`config.mk`:
```
export PLATFORM = sky130hd
export DESIGN_NAME = fpcsr_top
export DESIGN_NICKNAME = d
export VERILOG_FILES = /design/src/rtl/fpcsr_pkg.sv /design/src/rtl/fpcsr_ctrl.sv /design/src/rtl/fpcsr_datapath.sv /design/src/rtl/fpcsr_top.sv
export SDC_FILE = /design/constraint.sdc
export NUM_CORES = 1
export LEC_CHECK = 0
export BUFFER_PORTS_ARGS = -buffer_cell sky130_fd_sc_hd__clkbuf_2
export CORE_MARGIN = 4
export CORE_UTILIZATION = 40
export DETAILED_ROUTE_END_ITERATION = 7
export PLACE_DENSITY = 0.88
export SLEW_MARGIN = 15
export SYNTH_ARGS = -nofsm -noshare
export SYNTH_HDL_FRONTEND = slang
export SYNTH_SLANG_ARGS = --single-unit
```
`constraint.sdc`:
```
create_clock -name clk -period 2.87 [get_ports clk]
set_input_delay 0.287 -clock clk [delete_from_list [all_inputs] [get_ports clk]]
set_output_delay 0.287 -clock clk [all_outputs]
set_load 0.1 [all_outputs]
```
`src/rtl/fpcsr_pkg.sv`:
```
package fpcsr_pkg;
  localparam int WORD_W = 32;
  localparam int FLAG_W = 5;
  localparam int HIST_W = 11;
  localparam int RND_W  = 2;

  localparam int FLAG_LSB = 27;
  localparam int CMP_BIT  = 26;
  localparam int HIST_LSB = 11;
  localparam int RND_LSB  = 9;
  localparam int TRAP_BIT = 6;
  localparam int FTZ_BIT  = 5;
  localparam int EN_LSB   = 0;

  localparam logic [WORD_W-1:0] WRITE_MASK = 32'hFC3F_FE7F;

  typedef enum logic [RND_W-1:0] {
    RND_NEAREST = 2'b00,
    RND_ZERO    = 2'b01,
    RND_POS     = 2'b10,
    RND_NEG     = 2'b11
  } roundDir_e;

  typedef struct packed {
    logic doWrite;
    logic doSticky;
    logic doShift;
    logic doTrapMark;
  } ctlStrobes_t;
endpackage

```
`src/rtl/fpcsr_ctrl.sv`:
```
module fpcsr_ctrl
  import fpcsr_pkg::*;
(
  input  logic              wrEn,
  input  logic              opDone,
  input  logic [FLAG_W-1:0] opExc,
  input  logic              cmpValid,
  input  logic [FLAG_W-1:0] trapEn,
  output ctlStrobes_t       strobes,
  output logic              trapReq
);
  logic [FLAG_W-1:0] enabledExc;

  always_comb begin
    enabledExc = opDone ? (opExc & trapEn) : '0;
    trapReq    = |enabledExc;
    // software write overrides every hardware update
    strobes.doWrite    = wrEn;
    strobes.doSticky   = opDone   & ~wrEn;
    strobes.doShift    = cmpValid & ~wrEn;
    strobes.doTrapMark = trapReq  & ~wrEn;
  end
endmodule

```
`src/rtl/fpcsr_datapath.sv`:
```
module fpcsr_datapath
  import fpcsr_pkg::*;
(
  input  logic              clk,
  input  logic              rstN,
  input  ctlStrobes_t       strobes,
  input  logic [WORD_W-1:0] wrData,
  input  logic [FLAG_W-1:0] opExc,
  input  logic              cmpResult,
  output logic [WORD_W-1:0] word,
  output logic [FLAG_W-1:0] trapEn,
  output roundDir_e         rndDir,
  output logic              ftz
);
  logic [FLAG_W-1:0] flags;
  logic              cmpNew;
  logic [HIST_W-1:0] hist;
  logic              trapMark;
  logic [FLAG_W-1:0] flagsNext;

  genvar g;
  generate
    for (g = 0; g < FLAG_W; g++) begin : g_sticky
      always_comb flagsNext[g] = flags[g] | (strobes.doSticky & opExc[g]);
    end
  endgenerate

  always_ff @(posedge clk) begin
    if (!rstN) begin
      flags    <= '0;
      cmpNew   <= 1'b0;
      hist     <= '0;
      rndDir   <= RND_NEAREST;
      trapMark <= 1'b0;
      ftz      <= 1'b0;
      trapEn   <= '0;
    end else if (strobes.doWrite) begin
      flags    <= wrData[FLAG_LSB +: FLAG_W];
      cmpNew   <= wrData[CMP_BIT];
      hist     <= wrData[HIST_LSB +: HIST_W];
      rndDir   <= roundDir_e'(wrData[RND_LSB +: RND_W]);
      trapMark <= wrData[TRAP_BIT];
      ftz      <= wrData[FTZ_BIT];
      trapEn   <= wrData[EN_LSB +: FLAG_W];
    end else begin
      flags <= flagsNext;
      if (strobes.doShift) begin
        hist   <= {cmpNew, hist[HIST_W-1:1]};
        cmpNew <= cmpResult;
      end
      if (strobes.doTrapMark) trapMark <= 1'b1;
    end
  end

  always_comb begin
    word = '0;
    word[FLAG_LSB +: FLAG_W] = flags;
    word[CMP_BIT]            = cmpNew;
    word[HIST_LSB +: HIST_W] = hist;
    word[RND_LSB +: RND_W]   = rndDir;
    word[TRAP_BIT]           = trapMark;
    word[FTZ_BIT]            = ftz;
    word[EN_LSB +: FLAG_W]   = trapEn;
  end
endmodule

```
`src/rtl/fpcsr_top.sv`:
```
module fpcsr_top
  import fpcsr_pkg::*;
(
  input  logic        clk,
  input  logic        rstN,
  input  logic        wrEn,
  input  logic [31:0] wrData,
  output logic [31:0] rdData,
  input  logic        opDone,
  input  logic [4:0]  opExc,
  input  logic        cmpValid,
  input  logic        cmpResult,
  output logic [1:0]  roundMode,
  output logic        flushZero,
  output logic        trapReq
);
  ctlStrobes_t       strobes;
  logic [FLAG_W-1:0] trapEn;
  roundDir_e         rndDir;

  fpcsr_ctrl u_ctrl (
    .wrEn     (wrEn),
    .opDone   (opDone),
    .opExc    (opExc),
    .cmpValid (cmpValid),
    .trapEn   (trapEn),
    .strobes  (strobes),
    .trapReq  (trapReq)
  );

  fpcsr_datapath u_dp (
    .clk       (clk),
    .rstN      (rstN),
    .strobes   (strobes),
    .wrData    (wrData),
    .opExc     (opExc),
    .cmpResult (cmpResult),
    .word      (rdData),
    .trapEn    (trapEn),
    .rndDir    (rndDir),
    .ftz       (flushZero)
  );

  assign roundMode = rndDir;
endmodule

```
==> results.sh, run 1 <==
export IMPL_p_leak_nw=0.8639
export IMPL_initial_core_util_pct=42.20
export IMPL_cts_resized=0
export IMPL_mostFrequentLayoutCell="clkbuf_2"
export IMPL_path_clk_slew_ns=0.13
export IMPL_drc_errors=0
export IMPL_ir_drop_mv=0.4064
export IMPL_cts_tree="yes"
export IMPL_power_density_nw_per_um2=640.9
export IMPL_syn2layout_area_growth_pct=26.76
export IMPL_grt_antenna_before_repair=0
export IMPL_criticalPathCategory="register to primary output"
export IMPL_rsz0062_at_grt="no"
export IMPL_drtIter0Drc=53
export IMPL_insertion_delay_ns=0.30
export IMPL_crit_fanout=3
export IMPL_finalSetupViolations=0
export IMPL_fin_hold_ws_ns=0.1918
export IMPL_syn_avg_cell_area_um2=9.946
export IMPL_place_area_um2=1451
export IMPL_cts_max_path_buffers=2
export IMPL_fp_dieArea_um2=3864
export IMPL_core_area_um2=2781
export IMPL_gp_congestion=0.7356
export IMPL_port_buffers=66
export IMPL_clock_skew_ns=0.003048
export IMPL_cp_buffers_inverters=1
export IMPL_crit_chain="a222oi_1 > a21boi_2 > clkbuf_2"
export IMPL_grt_pass1_vias=987
export IMPL_layout_nets=219
export IMPL_yosysSeqAreaShare_pct=44.35
export IMPL_start_kind="register"
export IMPL_total_power_uw=953.4
export IMPL_grt_max_degree=35
export IMPL_dpl_hpwl_mm=2.034
export IMPL_htreeDepth=1
export IMPL_slew_headroom_pct=63.20
export IMPL_wl_met3_um=302
export IMPL_finalCritPeriodShare_pct=63.08
export IMPL_dr_pass1_iters=4
export IMPL_critPathSlowestCell="clkbuf_2"
export IMPL_top_layer="met4"
export IMPL_vias=1009
export IMPL_fin_setup_tns_ns=0
export IMPL_period_minus_slack_ns=1.810
export IMPL_ys_types=18
export IMPL_worstSetupEndpointType="primary output"
export IMPL_final_max_slew_viol_count=0
export IMPL_synth_seq_cells=26
export IMPL_io_pins=79
export IMPL_wl_per_cell_um=12.50
export IMPL_utilization_pct=53.49
export IMPL_rows=19
export IMPL_holdBufCountCts=0
export IMPL_layout_common_cells="66 x clkbuf_2, 26 x dfxtp_1, 20 x mux2i_1, 12 x nand2_1, 12 x o211a_1"
export IMPL_route_met2_wl_mm=1.154
export IMPL_maxCapViolCount=0
export IMPL_antenna_left=0
export IMPL_die_h_um=62.17
export IMPL_hold_viol=0
export IMPL_grt_pass1_wl_mm=4.381
export IMPL_hp_class="input port to register"
export IMPL_crit_family="compound AO/OA/AOI/OAI gates"
export IMPL_clock_sinks=26
export IMPL_fin_area_um2=1488
export IMPL_status="finished clean"
export IMPL_cts_root_buf="clkbuf_4"
export IMPL_cts_buffers=3
export IMPL_avgViaCountPerCell=4.898
export IMPL_cpPeakStageDelay_ns=0.38
export IMPL_clock_fmax_mhz=552.4
export IMPL_worstMarginPinSlew_ns=0.5544
export IMPL_drive_above_1_share_pct=41.14
export IMPL_postCtsSetupRepairBufs=0
export IMPL_wl_mm=2.575
export IMPL_cp_arrival_ns=1.52
export IMPL_n_antenna_cell=0
export IMPL_yosysWarnings=0
export IMPL_grt_total_usage_pct=13.26
export IMPL_netlist_instances=118
export IMPL_syn_area_um2=1174
export IMPL_wl_met1_mm=1.107
export IMPL_cp_data_required_time_ns=2.58
export IMPL_grt_overflow=0
export IMPL_die_width_um=62.17
==> metal layers <==
metal  vias to the layer above  GRT usage (%)
li1                        522              -
met5                         -              0
met3                         2          4.144
met4                         0          4.878
met1                       430          16.87
met2                        55          20.85
==> flip-flops by register name, summed over array words and instances, names as in the netlist <==
signal,cells
u_dp.rndDir,2
u_dp.ftz,1
u_dp.trapEn,5
u_dp.trapMark,1
u_dp.hist,11
u_dp.cmpNew,1
u_dp.flags,5
==> through the flow <==
stage               std cells  setup WS (ns)
detailed placement        202          1.298
global route              206         0.9101
global placement          202          1.339
finish                    206          1.060
CTS                       206          1.009
floorplan                 123         0.4281
==> cell families (layout without fill, tap and decap cells) <==
group	after synthesis	after routing	synth area share [%]
AO/OA/AOI/OAI	31	31	19.62
buffers and inverters	19	71	10.02
flip-flops	26	26	44.35
multiplexers	20	20	17.06
other	1	6	0.3195
AND/OR/NAND/NOR	21	21	8.636
==> worst paths after layout <==
kind / start / to / slack, ns / cells after the start
min reg2reg: u_dp.trapMark / u_dp.trapMark / 0.54 / 1
max reg2reg: u_dp.trapEn[0] / u_dp.trapMark / 1.66 / 3
max: u_dp.trapEn[0] / trapReq / 1.06 / 3
min: wrData[14] / u_dp.hist[3] / 0.19 / 2
==> where the power goes <==
group          internal, mW  total, mW  switching, mW  leakage (nW)
clock                0.0774      0.176         0.0987        0.0210
combinational        0.0700      0.373          0.303         0.627
sequential            0.387      0.404         0.0171         0.216
==> synthesized netlist by cell type (all sizes together) <==
library cell  instances  share of area [%]
a21boi                1               0.64
conb                  1               0.32
nand2                12                3.8
buf                  13                8.1
a21oi                10                4.3
o211a                12                 10
nor2b                 8                4.3
a222oi                1               0.85
dfxtp                26                 44
o21ai                 5                2.1
a22oi                 1               0.64
nand2b                1               0.53
o311a                 1               0.85
clkbuf                5                1.6
mux2i                20                 17
inv                   1               0.32
==> cell type report <==
cell class | instances | area (um^2)
clock buffer | 4 | 36.28
sequential | 26 | 520.5
multi-input combinational | 78 | 558.0
tap | 31 | 38.79
timing repair buffer | 66 | 330.3
inverter | 1 | 3.754
fill | 262 | 1294
Power figures use the tool's default switching activity.
==> run 2: changes to the inputs <==
ABC_AREA = 1   (was not set)
CORE_UTILIZATION = 37   (was 40)
PLACE_DENSITY = 0.86   (was 0.88)
clock period = 1.65 ns   (was 2.87 ns; I/O delays follow)
==> run 2 against run 1 <==
Register-to-register slack worse by 0.91 ns. Die area is 6.7% higher. Clock power is 83% higher. Hold slack worse by 0.13 ns. Flip-flop and latch count stayed put. Via count is 18% higher. Critical path type unchanged. Largest cell class is now registers. Largest power group unchanged. Highest routed layer unchanged.
==> results.sh, run 2 <==
export IMPL_avgViaCountPerCell=4.538
export IMPL_fin_hold_ws_ns=0.06047
export IMPL_antenna_left=0
export IMPL_ys_types=16
export IMPL_reg2reg_from="u_dp.trapEn[2]"
export IMPL_final_max_slew_viol_count=0
export IMPL_p_leak_nw=0.7773
export IMPL_clock_skew_ns=0.004033
export IMPL_postCtsSetupRepairBufs=0
export IMPL_insertion_delay_ns=0.32
export IMPL_clock_fmax_mhz=641.8
export IMPL_port_buffers=66
export IMPL_layout_nets=262
export IMPL_top_register="u_dp.hist"
export IMPL_fin_area_um2=1490
export IMPL_synth_common_cells="40 x nand2_1, 26 x dfxtp_1, 26 x nor2_1"
export IMPL_layout_common_cells="66 x clkbuf_2, 39 x nand2_1, 26 x nor2_1, 21 x dfxtp_1, 13 x o21ai_0"
export IMPL_cts_resized=0
export IMPL_largest_reg_flops=11
export IMPL_finalCritPeriodShare_pct=94.44
export IMPL_vias=1189
export IMPL_rsz0062_at_grt="no"
export IMPL_drc_errors=0
export IMPL_drive_above_1_share_pct=36.70
export IMPL_min_from="wrData[9]"
export IMPL_crit_fanout=3
export IMPL_wl_mm=2.937
export IMPL_rr_worst_depth=6
export IMPL_syn_avg_cell_area_um2=7.304
export IMPL_cts_buffers=3
export IMPL_dpl_worst_slack_ns=0.3770
export IMPL_syn2layout_area_growth_pct=27.52
export IMPL_hp_class="input port to register"
export IMPL_wl_per_cell_um=11.21
export IMPL_maxCapViolCount=0
export IMPL_grt_pass1_vias=1086
export IMPL_synthArstFlopShare_pct=0
export IMPL_worstSetupEndpointType="primary output"
export IMPL_initial_core_util_pct=38.60
export IMPL_fin_setup_tns_ns=0
export IMPL_synth_top_cell_area_share_pct=44.54
export IMPL_ys_flop_type="dfxtp_1"
export IMPL_clock_sinks=26
export IMPL_cts_tree="yes"
export IMPL_grt_pass1_wl_mm=4.774
export IMPL_yosysSeqAreaShare_pct=44.54
export IMPL_criticalPathCategory="register to primary output"
export IMPL_ir_drop_mv=0.5062
export IMPL_dpl_hpwl_mm=2.252
export IMPL_place_area_um2=1454
export IMPL_synth_largest_area_cell="dfxtp_1"
export IMPL_start_kind="register"
export IMPL_grt_antenna_before_repair=0
export IMPL_netlist_instances=160
export IMPL_n_antenna_cell=0
export IMPL_power_density_nw_per_um2=1105
export IMPL_r2r_end="u_dp.trapMark"
export IMPL_synth_area_leaders="dfxtp_1 45%, nand2_1 13%, buf_4 9.0%"
export IMPL_hold_viol=0
export IMPL_cts_max_path_buffers=2
export IMPL_cp_data_required_time_ns=1.48
export IMPL_worstMarginPinSlew_ns=0.5677
export IMPL_status="finished clean"
export IMPL_dr_pass1_iters=4
export IMPL_fp_dieArea_um2=4122
export IMPL_mostFrequentLayoutCell="clkbuf_2"
export IMPL_grt_overflow=0
export IMPL_io_pins=79
export IMPL_r2r_slack_ns=0.75
export IMPL_cts_root_buf="clkbuf_4"
export IMPL_synth_most_common_cell="nand2_1"
export IMPL_reg_top3="u_dp.hist x11, u_dp.flags x5, u_dp.trapEn x5"
export IMPL_path_clk_slew_ns=0.14
export IMPL_die_width_um=64.20
export IMPL_yosysWarnings=0
export IMPL_rows=20
export IMPL_cp_arrival_ns=1.39
export IMPL_drtIter0Drc=79
export IMPL_slew_headroom_pct=62.31
export IMPL_gp_congestion=0.6797
export IMPL_synth_seq_cells=26
export IMPL_grt_total_usage_pct=14.29
export IMPL_setup_ws_ns=0.09180
export IMPL_synth_edf_count=0
export IMPL_holdBufCountCts=0
export IMPL_total_power_mw=1.646
export IMPL_fillCellCount=334
export IMPL_core_area_um2=3028
export IMPL_crit_start="u_dp.trapEn[0]"
export IMPL_finalSetupViolations=0
export IMPL_period_minus_slack_ns=1.558
export IMPL_cp_endpoint="trapReq"
export IMPL_htreeDepth=1
export IMPL_syn_area_um2=1169
export IMPL_die_h_um=64.20
export IMPL_grt_max_degree=18
run 2: cell types whose count changed in the layout (fill, tap and decap cells not counted), sizes merged, moves of 2 or more:
cell and change:
nand3 +9, inv +5, o21ai +8, a22oi +3, buf +2, o211a -12, nor2 +27, nand2 +28
mux2i -20, nor2b -8, a31oi +5
run 2: routing by layer:
metal	global-route usage [%]	vias up	wire [um]
li1	-	617	-
met1	16.36	521	1261
met2	24.90	46	1377
met3	5.097	5	267
met4	3.958	0	30
met5	0	-	0
run 2: worst min path at each step:
stage | slack, ns | cells after the start | endpoint
final | 0.06 | 3 | u_dp.rndDir[0]
after global routing | 0.06 | 3 | u_dp.trapEn[2]
after CTS | 0.06 | 3 | u_dp.trapEn[4]
after detailed placement | 0.40 | 3 | u_dp.rndDir[0]
after global placement | 0.39 | 3 | u_dp.ftz
after floorplan | 0.29 | 2 | u_dp.trapEn[4]
run 2: cells by family after synthesis:
family | after synthesis | synth area share [%]
AOI/OAI and AO/OA | 31 | 14.67
other | 1 | 0.3209
and+or+nand+nor | 76 | 26.02
buffers and inverters | 26 | 14.45
DFF | 26 | 44.54
run 2: final cells by class:
cell class                 instances  area [um^2]  share of cell area, %
multi-input combinational        113        500.5                  33.59
clock buffer                       4        36.28                  2.435
inverter                           7        26.28                  1.763
tap                               44        55.05                  3.694
sequential                        26        526.8                  35.35
timing repair buffer              68        345.3                  23.17
run 2: power breakdown:
group,internal (mW),switching [mW],total (mW)
logic,0.100,0.525,0.625
registers,0.672,0.0274,0.700
clock network,0.135,0.187,0.322
run 2: stage by stage:
stage	util, %	std cells
final	49.21	262
after detailed placement	48.02	258
after global routing	49.21	262
after CTS	49.21	262
after floorplan	-	165
after global placement	48.02	258
run 2: critical path: stages (launching register included):
cell	delay (ns)
dfxtp_2	0.37
nand3_1	0.07
nand2_1	0.08
nor2_1	0.06
nand2_2	0.05
clkbuf_2	0.45
